**src/rtl/cal_pattern_seq_pkg.sv**
```systemverilog
package cal_pattern_seq_pkg;

   typedef enum logic [1:0] {
      CMD_NOP  = 2'b00,
      CMD_PREA = 2'b01,
      CMD_MRW  = 2'b10,
      CMD_RD   = 2'b11
   } cal_cmd_e;

   typedef enum logic [3:0] {
      ST_IDLE,
      ST_PREA,
      ST_W_RP,
      ST_MRW_ON,
      ST_W_MOD,
      ST_RD,
      ST_W_GAP,
      ST_W_EXITRD,
      ST_MRW_OFF,
      ST_W_EXIT
   } cal_state_e;

   localparam logic [1:0] PAT_MR_SEL  = 2'd3;
   localparam int         PAT_EN_BIT  = 2;
   localparam int         MIN_RD_GAP  = 4;

endpackage

```
**src/rtl/cal_wait_select.sv**
```systemverilog
module cal_wait_select
   import cal_pattern_seq_pkg::*;
#(
   parameter int TW = 8,
   parameter int CW = 8
) (
   input  logic          clk,
   input  logic          rst_n,
   input  logic          capture,
   input  logic [TW-1:0] t_rp,
   input  logic [TW-1:0] t_mrd,
   input  logic [TW-1:0] t_mod,
   input  logic [TW-1:0] t_rd_gap,
   input  logic [TW-1:0] t_exit_rd,
   input  logic [CW-1:0] rd_count,
   output logic [TW-1:0] ld_rp,
   output logic [TW-1:0] ld_mod,
   output logic [TW-1:0] ld_gap,
   output logic [TW-1:0] ld_exitrd,
   output logic [TW-1:0] ld_exit,
   output logic [CW-1:0] rd_total
);

   localparam logic [TW-1:0] ONE_T   = TW'(1);
   localparam logic [TW-1:0] GAP_MIN = TW'(MIN_RD_GAP);
   localparam logic [CW-1:0] ONE_C   = CW'(1);

   function automatic logic [TW-1:0] atleast(input logic [TW-1:0] v,
                                             input logic [TW-1:0] lo);
      return (v < lo) ? lo : v;
   endfunction

   logic [TW-1:0] mod_wait;
   assign mod_wait = (t_mrd > t_mod) ? t_mrd : t_mod;

   always_ff @(posedge clk) begin
      if (!rst_n) begin
         ld_rp     <= '0;
         ld_mod    <= '0;
         ld_gap    <= '0;
         ld_exitrd <= '0;
         ld_exit   <= '0;
         rd_total  <= ONE_C;
      end else if (capture) begin
         ld_rp     <= atleast(t_rp, ONE_T) - ONE_T;
         ld_mod    <= atleast(mod_wait, ONE_T) - ONE_T;
         ld_gap    <= atleast(t_rd_gap, GAP_MIN) - ONE_T - ONE_T;
         ld_exitrd <= atleast(t_exit_rd, ONE_T) - ONE_T;
         ld_exit   <= atleast(t_mod, ONE_T) - ONE_T;
         rd_total  <= (rd_count == '0) ? ONE_C : rd_count;
      end
   end

endmodule

```
**src/rtl/cal_wait_timer.sv**
```systemverilog
module cal_wait_timer #(
   parameter int TW = 8
) (
   input  logic          clk,
   input  logic          rst_n,
   input  logic          load,
   input  logic [TW-1:0] load_val,
   output logic          expired
);

   logic [TW-1:0] cnt;

   always_ff @(posedge clk) begin
      if (!rst_n)               cnt <= '0;
      else if (load)            cnt <= load_val;
      else if (cnt != '0)       cnt <= cnt - TW'(1);
   end

   assign expired = (cnt == '0);

endmodule

```
**src/rtl/cal_read_counter.sv**
```systemverilog
module cal_read_counter #(
   parameter int CW = 8
) (
   input  logic          clk,
   input  logic          rst_n,
   input  logic          load,
   input  logic [CW-1:0] total,
   input  logic          issue,
   output logic          last
);

   logic [CW-1:0] left;

   always_ff @(posedge clk) begin
      if (!rst_n)                    left <= '0;
      else if (load)                 left <= total;
      else if (issue && left != '0)  left <= left - CW'(1);
   end

   assign last = (left <= CW'(1));

endmodule

```
**src/rtl/cal_pattern_seq.sv**
```systemverilog
module cal_pattern_seq
   import cal_pattern_seq_pkg::*;
#(
   parameter int TW     = 8,
   parameter int CW     = 8,
   parameter int ADDR_W = 14
) (
   input  logic              clk,
   input  logic              rst_n,
   input  logic              start,
   input  logic [TW-1:0]     t_rp,
   input  logic [TW-1:0]     t_mrd,
   input  logic [TW-1:0]     t_mod,
   input  logic [TW-1:0]     t_rd_gap,
   input  logic [TW-1:0]     t_exit_rd,
   input  logic [CW-1:0]     rd_count,
   output logic [1:0]        cmd,
   output logic [ADDR_W-1:0] cmd_addr,
   output logic [1:0]        cmd_mr,
   output logic              busy,
   output logic              done,
   output logic              write_inhibit
);

   if (TW < 3) begin : g_chk_tw
      $error("cal_pattern_seq: TW must be at least 3");
   end
   if (CW < 1) begin : g_chk_cw
      $error("cal_pattern_seq: CW must be at least 1");
   end
   if (ADDR_W <= PAT_EN_BIT) begin : g_chk_aw
      $error("cal_pattern_seq: ADDR_W too small for the pattern enable bit");
   end

   cal_state_e    st, st_nxt;
   logic          accept;
   logic          t_load, t_done;
   logic [TW-1:0] t_val;
   logic          rd_last, rd_issue;
   logic          finish;
   logic [TW-1:0] ld_rp, ld_mod, ld_gap, ld_exitrd, ld_exit;
   logic [CW-1:0] rd_total;
   logic          done_q, inhibit_q;

   assign accept   = (st == ST_IDLE) && start;
   assign rd_issue = (st == ST_RD);

   cal_wait_select #(.TW(TW), .CW(CW)) u_sel (
      .clk       (clk),
      .rst_n     (rst_n),
      .capture   (accept),
      .t_rp      (t_rp),
      .t_mrd     (t_mrd),
      .t_mod     (t_mod),
      .t_rd_gap  (t_rd_gap),
      .t_exit_rd (t_exit_rd),
      .rd_count  (rd_count),
      .ld_rp     (ld_rp),
      .ld_mod    (ld_mod),
      .ld_gap    (ld_gap),
      .ld_exitrd (ld_exitrd),
      .ld_exit   (ld_exit),
      .rd_total  (rd_total)
   );

   cal_wait_timer #(.TW(TW)) u_timer (
      .clk      (clk),
      .rst_n    (rst_n),
      .load     (t_load),
      .load_val (t_val),
      .expired  (t_done)
   );

   cal_read_counter #(.CW(CW)) u_rdcnt (
      .clk   (clk),
      .rst_n (rst_n),
      .load  (st == ST_PREA),
      .total (rd_total),
      .issue (rd_issue),
      .last  (rd_last)
   );

   always_comb begin
      st_nxt = st;
      t_load = 1'b0;
      t_val  = '0;
      finish = 1'b0;
      unique case (st)
         ST_IDLE:     if (start) st_nxt = ST_PREA;
         ST_PREA: begin
            st_nxt = ST_W_RP;
            t_load = 1'b1;
            t_val  = ld_rp;
         end
         ST_W_RP:     if (t_done) st_nxt = ST_MRW_ON;
         ST_MRW_ON: begin
            st_nxt = ST_W_MOD;
            t_load = 1'b1;
            t_val  = ld_mod;
         end
         ST_W_MOD:    if (t_done) st_nxt = ST_RD;
         ST_RD: begin
            t_load = 1'b1;
            if (rd_last) begin
               st_nxt = ST_W_EXITRD;
               t_val  = ld_exitrd;
            end else begin
               st_nxt = ST_W_GAP;
               t_val  = ld_gap;
            end
         end
         ST_W_GAP:    if (t_done) st_nxt = ST_RD;
         ST_W_EXITRD: if (t_done) st_nxt = ST_MRW_OFF;
         ST_MRW_OFF: begin
            st_nxt = ST_W_EXIT;
            t_load = 1'b1;
            t_val  = ld_exit;
         end
         ST_W_EXIT: begin
            if (t_done) begin
               st_nxt = ST_IDLE;
               finish = 1'b1;
            end
         end
         default:     st_nxt = ST_IDLE;
      endcase
   end

   always_ff @(posedge clk) begin
      if (!rst_n) begin
         st        <= ST_IDLE;
         done_q    <= 1'b0;
         inhibit_q <= 1'b0;
      end else begin
         st     <= st_nxt;
         done_q <= finish;
         if (st == ST_MRW_ON) inhibit_q <= 1'b1;
         else if (finish)     inhibit_q <= 1'b0;
      end
   end

   // Address pattern: only the enable bit differs between entry and exit.
   logic [ADDR_W-1:0] addr_bits;
   for (genvar i = 0; i < ADDR_W; i++) begin : g_addr
      if (i == PAT_EN_BIT) begin : g_en
         assign addr_bits[i] = (st == ST_MRW_ON);
      end else begin : g_zero
         assign addr_bits[i] = 1'b0;
      end
   end

   always_comb begin
      unique case (st)
         ST_PREA:               cmd = CMD_PREA;
         ST_MRW_ON, ST_MRW_OFF: cmd = CMD_MRW;
         ST_RD:                 cmd = CMD_RD;
         default:               cmd = CMD_NOP;
      endcase
   end

   assign cmd_addr      = addr_bits;
   assign cmd_mr        = (st == ST_MRW_ON || st == ST_MRW_OFF) ? PAT_MR_SEL : 2'd0;
   assign busy          = (st != ST_IDLE);
   assign done          = done_q;
   assign write_inhibit = inhibit_q;

endmodule

```
**config.mk**
```make
export PLATFORM = sky130hd
export DESIGN_NAME = cal_pattern_seq
export DESIGN_NICKNAME = d
export VERILOG_FILES = /design/src/rtl/cal_pattern_seq_pkg.sv /design/src/rtl/cal_wait_select.sv /design/src/rtl/cal_wait_timer.sv /design/src/rtl/cal_read_counter.sv /design/src/rtl/cal_pattern_seq.sv
export SDC_FILE = /design/constraint.sdc
export NUM_CORES = 1
export LEC_CHECK = 0
export ABC_AREA = 1
export BUFFER_PORTS_ARGS = -buffer_cell sky130_fd_sc_hd__buf_4
export CAP_MARGIN = 25
export CORE_ASPECT_RATIO = 1.2
export CORE_MARGIN = 2
export CORE_UTILIZATION = 25
export CTS_BUF_LIST = sky130_fd_sc_hd__clkbuf_16
export CTS_CLUSTER_SIZE = 16
export DETAILED_ROUTE_END_ITERATION = 12
export PLACE_DENSITY = 0.38
export REMOVE_ABC_BUFFERS = 1
export SKIP_CTS_REPAIR_TIMING = 1
export SYNTH_ARGS = -nofsm -noshare
export SYNTH_HDL_FRONTEND = slang
export SYNTH_HIERARCHICAL = 1
export SYNTH_SLANG_ARGS = --single-unit
```
**constraint.sdc**
```tcl
create_clock -name clk -period 2.7 [get_ports clk]
set_input_delay 0.135 -clock clk [delete_from_list [all_inputs] [get_ports clk]]
set_output_delay 0.135 -clock clk [all_outputs]
set_load 0.05 [all_outputs]
```
Word level (Yosys, flattened, before mapping). Index checks and enable logic that the tools add are counted.

Bits in registers: 70. Input port bits: 51. Output and inout port bits: 21. Logic and storage cells: 83.

$add $sub $neg: 8. Order comparisons: 7. Equality and inequality tests: 14. Mux-type cells: 27. Reduce and logical (&&, ||, !) cells: 16.

Operators by type and width (number): 8-bit 2-to-1 mux (12); 8-bit by 1-bit subtractor with 8-bit output (second input constant) (8); 4-bit one-hot mux with 9 select lines (1); 8-bit by 1-bit < comparator with 1-bit output (second input constant) (4); 8-bit one-hot mux with 4 select lines (1); 4-bit 2-to-1 mux (5); 4-bit by 3-bit == test with 1-bit output (second input constant) (4); 8-bit zero test (2); 8-bit nonzero test (2); 4-bit by 2-bit == test with 1-bit output (second input constant) (2); 4-bit == test (second input constant) (2); 8-bit greater-than comparator (1); 8-bit by 1-bit <= comparator with 1-bit output (second input constant) (1); 8-bit by 3-bit < comparator with 1-bit output (second input constant) (1); 2-bit inequality test (second input constant) (4); 1-bit 2-to-1 mux (6); 2-bit one-hot mux with 3 select lines (1); 2-bit nonzero test (3); 5-bit AND reduction (1); 4-bit by 1-bit == test with 1-bit output (second input constant) (1); 4-bit zero test (1); 4-bit nonzero test (1); 2-bit OR reduction (2); 4-bit OR reduction (1); other kinds (4) (5).

Logic depth before layout (Yosys ltp).
Word-level depth: 5. Gate-level depth with buffers: 23. Mapped depth without buffers: 23.

Hierarchy. The synthesis kept the hierarchy.

By module, submodules not included: cal_wait_select (instances 1, cells an instance 380, area each 2761.4 um^2, seq. area each 960.9 um^2); cal_pattern_seq (instances 1, cells an instance 140, area each 849.6 um^2, seq. area each 120.1 um^2); cal_read_counter (instances 1, cells an instance 94, area each 623.1 um^2, seq. area each 160.2 um^2); cal_wait_timer (instances 1, cells an instance 70, area each 478.0 um^2, seq. area each 160.2 um^2).

Worst setup path before layout. OpenSTA, ideal clock, no wires.

Path type: input-to-reg. From: in t_mod[5]. To: reg u_sel.ld_mod[2]. Library setup time: 116 ps. Data arrival time: 2075 ps. Data required time: 2584 ps. Slack: 509 ps. Cell stages on the path: 20. Path buffers: 0. Cell sequence: inv_1 -> ha_1 -> a21oi_1 -> nor2_1 -> nor2_2 -> nand2_4 -> nand2_8 -> nand2_2 -> nand2_2 -> nand2_4 -> nor2_4 -> nand2_2 -> nand2_2 -> inv_2 -> ha_1 -> inv_1 -> nor2_2 -> nand3b_1 -> o211ai_1 -> inv_1.

Cells in the longest elaborated chain, start to end: 5.

RTL lines: from (decl) (line cal_pattern_seq.sv:13) `input logic [TW-1:0] t_mod,`; 8-bit greater-than comparator (line cal_wait_select.sv:34) `assign mod_wait = (t_mrd > t_mod) ? t_mrd : t_mod;`; 8-bit 2-to-1 mux (*) (line cal_wait_select.sv:34); 8-bit by 1-bit < comparator with 1-bit output (line cal_wait_select.sv:30) `return (v < lo) ? lo : v;`; 8-bit 2-to-1 mux (*) (line cal_wait_select.sv:30); 8-bit by 1-bit subtractor with 8-bit output (*) (line cal_wait_select.sv:46) `ld_mod <= atleast(mod_wait, ONE_T) - ONE_T;`; to (signal assigned) (line cal_wait_select.sv:46); to (decl) (line cal_wait_select.sv:17) `output logic [TW-1:0] ld_mod,`.

Every way passes the cells marked *; elsewhere a longest branch is shown, timed or not. A chain may end at the register's enable or synchronous reset.

Worst setup path in the final report.
From: reg u_rdcnt.left[0]. To: reg u_timer.cnt[1].

Cells in the longest elaborated chain, start to end: 4.

RTL lines: from (decl) (line cal_read_counter.sv:12) `logic [CW-1:0] left;`; from (signal assigned) (line cal_read_counter.sv:16) `else if (load) left <= total;`; from (signal assigned) (line cal_read_counter.sv:17) `else if (issue && left != '0) left <= left - CW'(1);`; 8-bit by 1-bit <= comparator with 1-bit output (line cal_read_counter.sv:20) `assign last = (left <= CW'(1));`; named net rd_last (line cal_pattern_seq.sv:39) `logic rd_last, rd_issue;`; 8-bit 2-to-1 mux (line cal_pattern_seq.sv:104) `if (rd_last) begin`; 8-bit one-hot mux with 4 select lines (line cal_pattern_seq.sv:88) `unique case (st)`; named net t_val[1] (line cal_pattern_seq.sv:38) `logic [TW-1:0] t_val;`; 8-bit 2-to-1 mux (line cal_wait_timer.sv:15) `else if (load) cnt <= load_val;`; to (signal assigned) (line cal_wait_timer.sv:15); to (signal assigned) (line cal_wait_timer.sv:16) `else if (cnt != '0) cnt <= cnt - TW'(1);`; to (decl) (line cal_wait_timer.sv:11) `logic [TW-1:0] cnt;`.

The timed path passes the listed nets, and every way through them passes these cells.

==> results.yml <==
placement:
  hpwl_mm: 10.2
  io_buffers: 58
  place_congestion: 0.797
pwr:
  leakage_nw: 2.69
  peakVddDrop_v: 0.000379
  p_comb_share_pct: 50.3
  swShare_pct: 45.1
  share_seq_of_total_power_pct: 27.9
  p_int_mw: 3.30
  power_frac_clock_pct: 21.8
  power.density_nw_per_um2: 1050
  switchingPower_mw: 2.70
sta:
  tightestPinTransition_ns: 0.610
  relSlewSlack_pct: 59.3
  final.min_clock_period_ns: 2.48
  rsz0062_at_grt: "no"
  slew_violations: 0
  hold_ws_ns: 0.0247
  finalHoldViolCount: 0
  setup_violations: 0
  finalCritPeriodShare_pct: 91.8
  fmax_ghz: 0.403
  final.setup_skew_ns: 0.0119
die:
  core_area_sq_um: 18600
  rows: 55
  start_util_pct: 25.3
  dieArea_sq_um: 20000
  die_x_um: 129
  ioPinCount: 72
  die_y_um: 154
global_routing:
  grt_use_total_pct: 13.8
  overflow: 0
  first_global_vias: 4388
  grt_max_degree: 61
  grt_first_pass_wirelength_mm: 21.7
  grt_antenna_before_repair: 0
route:
  vias: 4410
  ant_nets: 0
  via_per_inst: 4.42
  drtPass1Iterations: 4
  drt-total-wl_mm: 13.1
  wl_per_cell_um: 13.1
  drtIter0Drc: 193
  drcViolationCount: 0
logic_synthesis:
  yosys_warnings: 6
  syn-cell-area_sq_um: 4710
  syn_area_per_cell_sq_um: 6.89
  syn-instance-count: 684
  synth_top_family_by_area: "simple AND/OR/NAND/NOR gates"
  yosysUniqueCellTypes: 43
  synth-xor-area-share_pct: 1.30
  synth_compound_area_share_pct: 15.6
  synthMuxAreaShare_pct: 1.91
  synth.top_cell.area_share_pct: 29.7
  synth-simple-area-share_pct: 35.2
  synth.largest_area_cell: "dfxtp_1"
  ys_top_cells_by_area: "dfxtp_1 30%, nand2_1 9.2%, inv_1 6.9%"
  synth-seq-cells: 70
  synthAdderAreaFrac_pct: 4.51
  seq_area_frac_synth_pct: 29.7
final_layout:
  nNetsFinal: 805
  final_util_pct: 30.6
  final_layout_size_suffix_gt1_share_pct: 20.5
  multi_input_area_sq_um: 2820
  syn2layout_area_growth_pct: 21.0
  fill_cells: 2067
  antenna-diode-count: 0
  area.sequential_sq_um: 1400
worst_setup_path:
  end_kind: "register"
  required_ns: 2.93
  crit_path_max_fanout: 8
  cp.arrival_ns: 2.71
  timing_worst_setup_path_type: "register to register"
  cp-start-kind: "register"
clock_network:
  cts.sinks: 70
  cts.reportedPaths.clkPinSlew_ns: 0.07
  cts_buffer_depth: 2
  cts_tree: "built"
  cts_buffers: 9
  cts_root_buf: "clkbuf_16"
  h-tree-depth: 3
  clkLatencyLatePin_ns: 0.35
run_status:
  status: "completed"
flow_run:
  cap_viol_max_count: 0
hold_path:
  hp-class: "primary input to register"
-- power groups by stage --
stage	clock network [mW]	logic [mW]	registers, mW
floorplan	0	2.29	1.60
global placement	0	3.06	1.69
detailed placement	0	3.06	1.69
CTS	1.34	3.08	1.68
global route	1.39	3.43	1.72
finish	1.31	3.02	1.67
-- routing by layer --
metal | global-route usage [%] | wire length, um | up-vias
li1 | - | - | 2322
met1 | 17.6 | 6140 | 2007
met2 | 23.0 | 6340 | 67
met3 | 2.14 | 388 | 14
met4 | 5.64 | 252 | 0
met5 | 0 | 0 | -
-- through the flow --
step	cells	total power, mW	TNS, ns	instance area [sq um]	setup WS [ns]
global placement	982	4.75	0	5380	0.279
global route	998	6.54	0	5700	0.0751
detailed placement	982	4.76	0	5380	0.224
floorplan	662	3.89	-61.37	4560	-1.74
finish	998	6.00	0	5700	0.221
CTS	998	6.09	0	5700	0.192
-- cell type report --
type	count	area share, %
Timing Repair Buffer	64	8.65
Clock buffer	9	3.95
Inverter	93	6.12
Tap cell	256	5.62
Sequential cell	70	24.6
Clock inverter	7	1.71
Multi-Input combinational cell	499	49.4
-- cell usage after synthesis --
cell type	instances
nand2_1	116
inv_1	86
nor2_1	77
dfxtp_1	70
o21ai_0	61
a21oi_1	37
nand3_1	33
ha_1	17
nand2_4	17
buf_4	15
nand4_1	14
clkbuf_1	13
nor3_1	13
nand2_2	12
a31oi_1	10
o211ai_1	10
nor2_2	9
mux2_2	8
nand3b_1	8
o21ai_1	8
inv_2	7
nor2_4	6
buf_2	4
xor2_1	4
nand3_2	3
or2_1	3
or2_2	3
xnor2_1	3
a31o_1	2
nor4_1	2
a21o_1	1
buf_1	1
clkbuf_8	1
conb_1	1
nand2_8	1
nand4_4	1
nor2_8	1
nor3_2	1
nor3_4	1
o21ai_2	1
o21ai_4	1
o221ai_1	1
o31ai_1	1
-- sequential cells by signal (all words and copies together), names as in the netlist --
register,count
u_rdcnt/left,8
done,1
u_sel/ld_rp,8
st,4
u_sel/ld_exitrd,8
u_sel/ld_mod,8
u_timer/cnt,8
u_sel/ld_exit,8
write_inhibit,1
u_sel/ld_gap,8
u_sel/rd_total,8
-- critical path, cell delays in order, from the launching register on --
cell and delay, ns:
dfxtp_1 0.35, inv_1 0.09, ha_1 0.23, nor2_1 0.07, nor3_1 0.45, buf_4 0.27
mux2_2 0.35, nand2_1 0.06, nand4_1 0.14, nand2_1 0.11, o21ai_1 0.06, nor2_1 0.13
nor2_1 0.05
-- cells by family (layout without fill, tap and decap cells) --
logic type      count (synthesis)  count (layout)
compound gates                133             133
xor+xnor                        7               7
fa+ha+maj                      17              17
buf+inv                       127             173
flops                          70              70
mux                             8               8
other cells                     1              13
simple gates                  321             321
-- cells in the final DEF (no fill, tap or decap), drive strengths merged --
cell	Yosys	final
nor3	15	15
o211ai	10	10
nand3b	8	8
a31o	2	2
nand4	15	15
nand3	36	36
bufinv	0	2
o31ai	1	1
a21oi	37	37
o221ai	1	1
clkinvlp	0	1
ha	17	17
nor4	2	2
a31oi	10	10
xnor2	3	3
or2	6	6
inv	93	94
xor2	4	4
buf	20	64
clkinv	0	3
mux2	8	8
a21o	1	1
clkbuf	14	9
conb	1	13
dfxtp	70	70
o21ai	71	71
nand2	146	146
nor2	93	93
-- worst paths after layout --
kind,startpoint,to,slack (ns),cells past startpoint
min reg2reg,write_inhibit,write_inhibit,0.47,2
max reg2reg,u_rdcnt/left[0],u_timer/cnt[1],0.22,12
max,u_rdcnt/left[0],u_timer/cnt[1],0.22,12
min,rd_count[4],u_sel/rd_total[4],0.02,3
Note: power is estimated with default switching activity, not from simulation.
